==> config.mk <==
export PLATFORM = sky130hd
export DESIGN_NAME = burst_comp_router
export DESIGN_NICKNAME = d
export VERILOG_FILES = /design/src/rtl/bcr_pkg.sv /design/src/rtl/bcr_range_table.sv /design/src/rtl/bcr_range_match.sv /design/src/rtl/bcr_data_xbar.sv /design/src/rtl/burst_comp_router.sv
export SDC_FILE = /design/constraint.sdc
export NUM_CORES = 2
export LEC_CHECK = 0
export BUFFER_PORTS_ARGS = -buffer_cell sky130_fd_sc_hd__buf_2
export CAP_MARGIN = 10
export CORE_MARGIN = 3
export CORE_UTILIZATION = 50
export DETAILED_ROUTE_END_ITERATION = 7
export PLACE_DENSITY = 0.71
export RECOVER_POWER = 50
export SLEW_MARGIN = 20
export SYNTH_ARGS = -nofsm -noshare
export SYNTH_HDL_FRONTEND = slang
export SYNTH_HIERARCHICAL = 1
export SYNTH_SLANG_ARGS = --single-unit
export TNS_END_PERCENT = 30
==> constraint.sdc <==
create_clock -name clk -period 14.05 [get_ports clk]
set_input_delay 2.81 -clock clk [delete_from_list [all_inputs] [get_ports clk]]
set_output_delay 2.81 -clock clk [all_outputs]
set_load 0.1 [all_outputs]
==> src/rtl/bcr_pkg.sv <==
package bcr_pkg;
  typedef enum logic [1:0] {ST_IDLE, ST_ISSUE, ST_XFER} bcr_state_e;
  localparam logic [1:0] SEL_LOWER  = 2'd0;
  localparam logic [1:0] SEL_UPPER  = 2'd1;
  localparam logic [1:0] SEL_TARGET = 2'd2;
  localparam logic [1:0] SEL_ENABLE = 2'd3;
endpackage

==> src/rtl/bcr_range_table.sv <==
module bcr_range_table
  import bcr_pkg::*;
#(
  parameter int NR = 4,
  parameter int AW = 32,
  localparam int IDXW = (NR > 1) ? $clog2(NR) : 1
) (
  input  logic                   clk,
  input  logic                   rst_n,
  input  logic                   wr_en,
  input  logic [IDXW-1:0]        wr_idx,
  input  logic [1:0]             wr_sel,
  input  logic [AW-1:0]          wr_data,
  output logic [NR-1:0][AW-1:0]  lower_o,
  output logic [NR-1:0][AW-1:0]  upper_o,
  output logic [NR-1:0][AW-1:0]  target_o,
  output logic [NR-1:0]          enable_o
);
  for (genvar i = 0; i < NR; i++) begin : g_entry
    logic hit_w;
    assign hit_w = wr_en && (wr_idx == IDXW'(i));
    always_ff @(posedge clk) begin
      if (!rst_n) begin
        lower_o[i]  <= '0;
        upper_o[i]  <= '0;
        target_o[i] <= '0;
        enable_o[i] <= 1'b0;
      end else if (hit_w) begin
        case (wr_sel)
          SEL_LOWER:  lower_o[i]  <= wr_data;
          SEL_UPPER:  upper_o[i]  <= wr_data;
          SEL_TARGET: target_o[i] <= wr_data;
          default:    enable_o[i] <= |wr_data;
        endcase
      end
    end
  end
endmodule

==> src/rtl/bcr_range_match.sv <==
module bcr_range_match #(
  parameter int NR = 4,
  parameter int AW = 32
) (
  input  logic [AW-1:0]          addr,
  input  logic [NR-1:0][AW-1:0]  lower,
  input  logic [NR-1:0][AW-1:0]  upper,
  input  logic [NR-1:0][AW-1:0]  target,
  input  logic [NR-1:0]          enable,
  output logic                   hit,
  output logic [AW-1:0]          hit_target,
  output logic [NR-1:0]          grant
);
  function automatic logic in_window(input logic [AW-1:0] a, input logic [AW-1:0] lo,
                                     input logic [AW-1:0] hi);
    return (lo <= a) && (a < hi);
  endfunction

  logic [NR-1:0] cand;
  for (genvar i = 0; i < NR; i++) begin : g_cand
    assign cand[i] = enable[i] && (target[i] != '0) && in_window(addr, lower[i], upper[i]);
  end

  always_comb begin
    grant      = '0;
    hit_target = '0;
    for (int i = NR - 1; i >= 0; i--) begin
      if (cand[i]) begin
        grant      = '0;
        grant[i]   = 1'b1;
        hit_target = target[i];
      end
    end
  end

  assign hit = |cand;
endmodule

==> src/rtl/bcr_data_xbar.sv <==
module bcr_data_xbar #(
  parameter int DW = 32
) (
  input  logic          active,
  input  logic          comp,
  input  logic          write,
  input  logic          src_open,
  input  logic          dst_open,
  input  logic          ip_wvalid,
  input  logic [DW-1:0] ip_wdata,
  output logic          ip_wready,
  output logic          mem_wvalid,
  output logic [DW-1:0] mem_wdata,
  input  logic          mem_wready,
  input  logic          mem_rvalid,
  input  logic [DW-1:0] mem_rdata,
  output logic          mem_rready,
  output logic          ip_rvalid,
  output logic [DW-1:0] ip_rdata,
  input  logic          ip_rready,
  output logic          cdc_in_valid,
  output logic [DW-1:0] cdc_in_data,
  input  logic          cdc_in_ready,
  input  logic          cdc_out_valid,
  input  logic [DW-1:0] cdc_out_data,
  output logic          cdc_out_ready,
  output logic          src_fire,
  output logic          dst_fire
);
  logic          s_valid, s_ready, d_valid, d_ready, pass;
  logic [DW-1:0] s_data, d_data;

  always_comb begin
    s_valid = write ? ip_wvalid : mem_rvalid;
    s_data  = write ? ip_wdata  : mem_rdata;
    d_ready = write ? mem_wready : ip_rready;
    pass    = active && src_open && dst_open;
    if (comp) begin
      cdc_in_valid  = active && s_valid && src_open;
      s_ready       = active && cdc_in_ready && src_open;
      d_valid       = active && cdc_out_valid && dst_open;
      cdc_out_ready = active && d_ready && dst_open;
      d_data        = cdc_out_data;
    end else begin
      cdc_in_valid  = 1'b0;
      cdc_out_ready = 1'b0;
      d_valid       = pass && s_valid;
      s_ready       = pass && d_ready;
      d_data        = s_data;
    end
  end

  assign cdc_in_data = s_data;
  assign ip_wready   = write && s_ready;
  assign mem_rready  = !write && s_ready;
  assign mem_wvalid  = write && d_valid;
  assign ip_rvalid   = !write && d_valid;
  assign mem_wdata   = d_data;
  assign ip_rdata    = d_data;
  assign src_fire    = s_valid && s_ready;
  assign dst_fire    = d_valid && d_ready;
endmodule

==> src/rtl/burst_comp_router.sv <==
module burst_comp_router
  import bcr_pkg::*;
#(
  parameter int AW = 32,
  parameter int LW = 12,
  parameter int DW = 32,
  parameter int NR = 4,
  localparam int IDXW = (NR > 1) ? $clog2(NR) : 1
) (
  input  logic            clk,
  input  logic            rst_n,
  input  logic            cfg_we,
  input  logic [IDXW-1:0] cfg_idx,
  input  logic [1:0]      cfg_sel,
  input  logic [AW-1:0]   cfg_wdata,
  output logic            cfg_ready,
  input  logic            ip_req_valid,
  output logic            ip_req_ready,
  input  logic            ip_req_write,
  input  logic [AW-1:0]   ip_req_addr,
  input  logic [LW-1:0]   ip_req_len,
  output logic            mem_req_valid,
  input  logic            mem_req_ready,
  output logic            mem_req_write,
  output logic [AW-1:0]   mem_req_addr,
  output logic [LW-1:0]   mem_req_len,
  input  logic            ip_wvalid,
  input  logic [DW-1:0]   ip_wdata,
  output logic            ip_wready,
  output logic            mem_wvalid,
  output logic [DW-1:0]   mem_wdata,
  input  logic            mem_wready,
  input  logic            mem_rvalid,
  input  logic [DW-1:0]   mem_rdata,
  output logic            mem_rready,
  output logic            ip_rvalid,
  output logic [DW-1:0]   ip_rdata,
  input  logic            ip_rready,
  output logic            cdc_start,
  output logic            cdc_dir,
  output logic [LW-1:0]   cdc_raw_len,
  output logic [LW-1:0]   cdc_pkd_len,
  output logic            cdc_in_valid,
  output logic [DW-1:0]   cdc_in_data,
  input  logic            cdc_in_ready,
  input  logic            cdc_out_valid,
  input  logic [DW-1:0]   cdc_out_data,
  output logic            cdc_out_ready,
  output logic            ip_done,
  output logic [LW-1:0]   ip_done_len
);
  localparam int BSH = $clog2(DW / 8);

  function automatic logic [LW-1:0] beats_of(input logic [LW-1:0] len);
    return len >> BSH;
  endfunction

  function automatic logic [LW-1:0] packed_len(input logic [LW-1:0] req, input logic [AW-1:0] tgt);
    if (tgt < AW'(req)) return tgt[LW-1:0];
    return req;
  endfunction

  bcr_state_e state;
  logic            r_write, r_hit;
  logic [AW-1:0]   r_addr;
  logic [LW-1:0]   r_len, r_mlen, src_cnt, dst_cnt;

  logic [NR-1:0][AW-1:0] t_lower, t_upper, t_target;
  logic [NR-1:0]         t_enable;
  logic                  m_hit;
  logic [AW-1:0]         m_target;
  logic [NR-1:0]         range_grant;

  // named internal events
  logic burst_busy, burst_hit, req_take, cfg_take, in_xfer, last_beat;
  logic src_open, dst_open, src_fire, dst_fire;
  logic [LW-1:0] src_need, dst_need;

  assign burst_busy   = (state != ST_IDLE);
  assign burst_hit    = burst_busy && r_hit;
  assign in_xfer      = (state == ST_XFER);
  assign cfg_ready    = !burst_busy;
  assign cfg_take     = cfg_we && cfg_ready;
  assign ip_req_ready = !burst_busy && !cfg_we;
  assign req_take     = ip_req_valid && ip_req_ready;

  bcr_range_table #(.NR(NR), .AW(AW)) u_table (
    .clk(clk), .rst_n(rst_n), .wr_en(cfg_take), .wr_idx(cfg_idx), .wr_sel(cfg_sel),
    .wr_data(cfg_wdata), .lower_o(t_lower), .upper_o(t_upper), .target_o(t_target),
    .enable_o(t_enable)
  );

  bcr_range_match #(.NR(NR), .AW(AW)) u_match (
    .addr(ip_req_addr), .lower(t_lower), .upper(t_upper), .target(t_target),
    .enable(t_enable), .hit(m_hit), .hit_target(m_target), .grant(range_grant)
  );

  assign src_need  = r_write ? beats_of(r_len) : beats_of(r_mlen);
  assign dst_need  = r_write ? beats_of(r_mlen) : beats_of(r_len);
  assign src_open  = (src_cnt != src_need);
  assign dst_open  = (dst_cnt != dst_need);
  assign last_beat = in_xfer && ((src_cnt + LW'(src_fire)) == src_need)
                             && ((dst_cnt + LW'(dst_fire)) == dst_need);

  bcr_data_xbar #(.DW(DW)) u_xbar (
    .active(in_xfer), .comp(r_hit), .write(r_write), .src_open(src_open), .dst_open(dst_open),
    .ip_wvalid(ip_wvalid), .ip_wdata(ip_wdata), .ip_wready(ip_wready),
    .mem_wvalid(mem_wvalid), .mem_wdata(mem_wdata), .mem_wready(mem_wready),
    .mem_rvalid(mem_rvalid), .mem_rdata(mem_rdata), .mem_rready(mem_rready),
    .ip_rvalid(ip_rvalid), .ip_rdata(ip_rdata), .ip_rready(ip_rready),
    .cdc_in_valid(cdc_in_valid), .cdc_in_data(cdc_in_data), .cdc_in_ready(cdc_in_ready),
    .cdc_out_valid(cdc_out_valid), .cdc_out_data(cdc_out_data), .cdc_out_ready(cdc_out_ready),
    .src_fire(src_fire), .dst_fire(dst_fire)
  );

  always_ff @(posedge clk) begin
    if (!rst_n) begin
      state       <= ST_IDLE;
      r_write     <= 1'b0;
      r_hit       <= 1'b0;
      r_addr      <= '0;
      r_len       <= '0;
      r_mlen      <= '0;
      src_cnt     <= '0;
      dst_cnt     <= '0;
      ip_done     <= 1'b0;
      ip_done_len <= '0;
    end else begin
      ip_done <= 1'b0;
      case (state)
        ST_IDLE: if (req_take) begin
          r_write <= ip_req_write;
          r_addr  <= ip_req_addr;
          r_len   <= ip_req_len;
          r_hit   <= m_hit;
          r_mlen  <= m_hit ? packed_len(ip_req_len, m_target) : ip_req_len;
          src_cnt <= '0;
          dst_cnt <= '0;
          state   <= ST_ISSUE;
        end
        ST_ISSUE: if (mem_req_ready) state <= ST_XFER;
        default: begin
          src_cnt <= src_cnt + LW'(src_fire);
          dst_cnt <= dst_cnt + LW'(dst_fire);
          if (last_beat) begin
            state       <= ST_IDLE;
            ip_done     <= 1'b1;
            ip_done_len <= r_len;
          end
        end
      endcase
    end
  end

  assign mem_req_valid = (state == ST_ISSUE);
  assign mem_req_write = r_write;
  assign mem_req_addr  = r_addr;
  assign mem_req_len   = r_mlen;
  assign cdc_start     = mem_req_valid && mem_req_ready && r_hit;
  assign cdc_dir       = r_write;
  assign cdc_raw_len   = r_len;
  assign cdc_pkd_len   = r_mlen;
endmodule

==> key figures <==
Status
  – Run status: finished with violations
  – Failing checks: max-capacitance violations, max-slew violations

Setup path
  – Data required time of the critical path: 14.51 ns
  – Reg-to-Reg Start: u_table/upper_o[31]$_SDFFE_PN0P_
  – Critical Path Sink Type: flip-flop
  – Startpoint type of the worst setup path: primary input
  – Slowest cell on the critical path: clkbuf_1
  – Critical Path End: u_table/upper_o[38]$_SDFFE_PN0P_
  – Data arrival at the endpoint of the critical path: between 9 and 10 ns
  – Number of gates on the worst path with buffers counted: 5
  – Worst path bufs/invs: 4
  – Reg2Reg Depth: 21
  – CP top delay family: buffers and inverters
  – Library cell appearing most often on the critical path: clkbuf_1
  – Max FO, Critical Path: 150
  – CP Cell Sequence: clkbuf_1 > inv_8 > clkbuf_1 > buf_4 > a21oi_1
  – Launch point of the worst path: rst_n
  – Worst reg2reg setup slack: 8.18 ns
  – Reg2reg end: cdc_pkd_len[7]$_SDFFE_PN0P_
  – Delay of the slowest cell on the worst path: 3.10 ns
  – Critical path class: primary input to flip-flop

Clocking
  – Clock sink total: 485
  – Total CTS buffers: 52
  – Clock latency reported for the late side of the worst-skew pair: 0.61 ns
  – Cell at the root of the clock tree: clkbuf_16
  – Buffers inserted during post-CTS setup optimization: 0
  – CTS resizes: 0
  – H-tree levels: 2
  – Clk pin slew, worst setup/hold paths: around 0.06 ns
  – CTS tree: done
  – Hold_buf cts: 0
  – Maximum root-to-sink buffer count: 3

Placement
  – HPWL after detailed placement: 75100 µm
  – Cell count after placement: approximately 4400
  – Final GP Congestion: 0.965
  – Count of input and output buffers: 376

Timing
  – Final Cycle Share: 0.609
  – Clock skew after layout: 0.0237 ns
  – Setup_tns: 0 ns
  – Final count of pins violating max slew: between 200 and 300
  – Setup repair after global routing missed its margin: false
  – Final worst hold slack: 0.455 ns
  – Post-layout minimum cycle time: 8.56 ns
  – Relative slew margins: -1.91
  – Peak clock frequency supported by timing: 0.117 GHz
  – Measured slew at the worst slew-check pin: 4.36 ns
  – Final count of hold timing violations: 0
  – Count of final setup violators: 0

GRT
  – Vias in the first global route: 25900
  – Total routing resource utilization after global routing: 0.347
  – Pin count of the biggest net entering global routing: 151
  – Global-route wire length before repair: 163000 µm
  – Number of antenna violations at the first check in global routing: 21
  – Congestion Overflow GR: 0

Detailed routing
  – Wire length reported by the detailed router: roughly 110000 µm
  – Vias per cell: 6.30
  – DR iter-0 viols: 3842
  – Detailed-route via count: ~29000
  – Average wire length per cell after detail routing: between 20 and 25 µm
  – DRC: 0
  – Iteration count of the initial detailed-routing pass: 8
  – Final antenna-violating net count: 0

Die
  – Area inside the core boundary: approximately 0.057 mm²
  – Standard-cell rows: 87
  – Die W: 247 µm
  – Area enclosed by the die boundary: 0.0609 mm²
  – Floorplan die height: 247 µm
  – Initial core utilization: 0.509
  – Count of boundary I/O pins: 377

Power and ir drop
  – Portion of total power attributed to combinational logic: 0.189
  – Peak VDD IR: 0.0871 mV
  – Total design power: 3640 µW
  – Share of total power consumed by net switching: 0.324
  – Net switching power figure: 1180 µW
  – Sequential fraction of design power: 0.391
  – Pwr/cell area: between 100 and 150 mW/mm²
  – Int Pwr: 2460 µW
  – Power share of the clock group: 0.420
  – Leakage: 0.0119 µW

Synthesis
  – Net count after synthesis: 4096
  – Total of warnings raised by yosys: 6
  – Per-instance average area after synthesis: 7.96 µm²
  – Post-Synthesis Cell Area: 0.0290 mm²
  – Count of mapped cells out of synthesis: 3641

Worst hold path
  – Worst Hold Class: flip-flop to flip-flop

Layout
  – Syn-to-layout area delta: 11.1%
  – Non-Filler Instances: around 4500
  – Share of cells above drive strength 1: 0.151
  – Total number of nets in the final design: 4190

Job
  – Maxcap violations: 4
[placed cells by master (no fill, tap or decap), drive strengths merged, types with 5 or more instances in the layout]
cell type,instances
and2,8
nor2,55
mux2i,46
a21boi,55
a31o,32
nand4,59
buf,321
inv,183
nand3b,5
a31oi,42
nand2b,10
or4,6
o31ai,9
mux2,66
ha,267
o21ai,475
o22ai,34
clkinv,12
bufinv,9
nand2,231
a21o,35
a21oi,493
nand3,450
clkbuf,159
and4,13
nor3,24
diode,14
dfxtp,485
nor4,56
xnor2,24
nor2b,14
a211oi,13
o211ai,8
and3,7
xor2,12
[worst min path at each step]
stage,from,to,slack (ns),cells after the start
finish,ip_done_len[3]$_SDFFE_PN0P_,ip_done_len[3]$_SDFFE_PN0P_,0.45,2
global route,mem_req_addr[22]$_SDFFE_PN0P_,mem_req_addr[22]$_SDFFE_PN0P_,0.49,2
CTS,ip_done_len[3]$_SDFFE_PN0P_,ip_done_len[3]$_SDFFE_PN0P_,0.45,2
detailed placement,ip_done_len[1]$_SDFFE_PN0P_,ip_done_len[1]$_SDFFE_PN0P_,0.45,2
global placement,ip_done_len[3]$_SDFFE_PN0P_,ip_done_len[3]$_SDFFE_PN0P_,0.44,2
floorplan,r_hit$_SDFFE_PN0P_,r_hit$_SDFFE_PN0P_,0.45,2
[worst register-to-register path, cell delays in order, from the launching register on]
cell	delay, ns
dfxtp_1	0.32
inv_1	0.04
ha_1	0.29
nand4_1	0.13
nor3_1	0.83
o211ai_1	0.19
a21oi_1	0.24
a22oi_2	0.11
buf_4	0.26
nand3_2	0.49
and2_1	0.22
buf_4	0.32
a31oi_1	0.20
ha_1	0.32
a21o_1	0.16
a21o_1	0.18
a21oi_1	0.19
o211ai_1	0.12
a21oi_1	0.49
buf_4	0.30
mux2i_1	0.20
a21oi_1	0.08
[layout make-up]
cell class | count | area (µm²)
fill | 5417 | 24700
clock buffer | 72 | 1540
tap | 756 | 946
sequential | 485 | 9710
clock inverter | 23 | 362
multi-input combinational | 2606 | 16900
inverter | 182 | 691
antenna | 14 | 35.0
timing repair buffer | 408 | 2010
[power by group through the flow]
stage	sequential (µW)	clock, µW	combinational, µW
finish	1420	1530	690
global route	1430	1600	723
CTS	1420	1540	677
detailed placement	1450	0	674
global placement	1450	0	671
floorplan	1500	0	446
[metrics by stage]
step / cell area (µm²) / utilization / setup WS, ns
finish: 32200 / 0.566 / 5.49
global route: 32200 / 0.565 / 5.27
CTS: 32300 / 0.567 / 6.21
detailed placement: 30400 / 0.534 / 5.62
global placement: 30400 / 0.534 / 5.71
floorplan: 29000 / - / 6.12
[layer usage]
layer / wire, µm / share of wire / GRT usage / vias up
li1: - / - / - / 13300
met1: 44300 / 0.40 / 0.461 / 13500
met2: 46600 / 0.42 / 0.498 / 1560
met3: 12500 / 0.11 / 0.101 / 262
met4: 6690 / 0.061 / 0.203 / 12
met5: 69 / 0.00063 / 0 / -
[registers in the layout, summed over array words and instances, names as in the netlist]
name / cells
state: 2
u_table/target_o: 128
r_hit: 1
ip_done_len: 12
src_cnt: 12
u_table/lower_o: 128
cdc_pkd_len: 12
mem_req_addr: 32
cdc_raw_len: 12
ip_done: 1
u_table/enable_o: 4
dst_cnt: 12
u_table/upper_o: 128
cdc_dir: 1
Note: power is estimated with default switching activity, not from simulation.
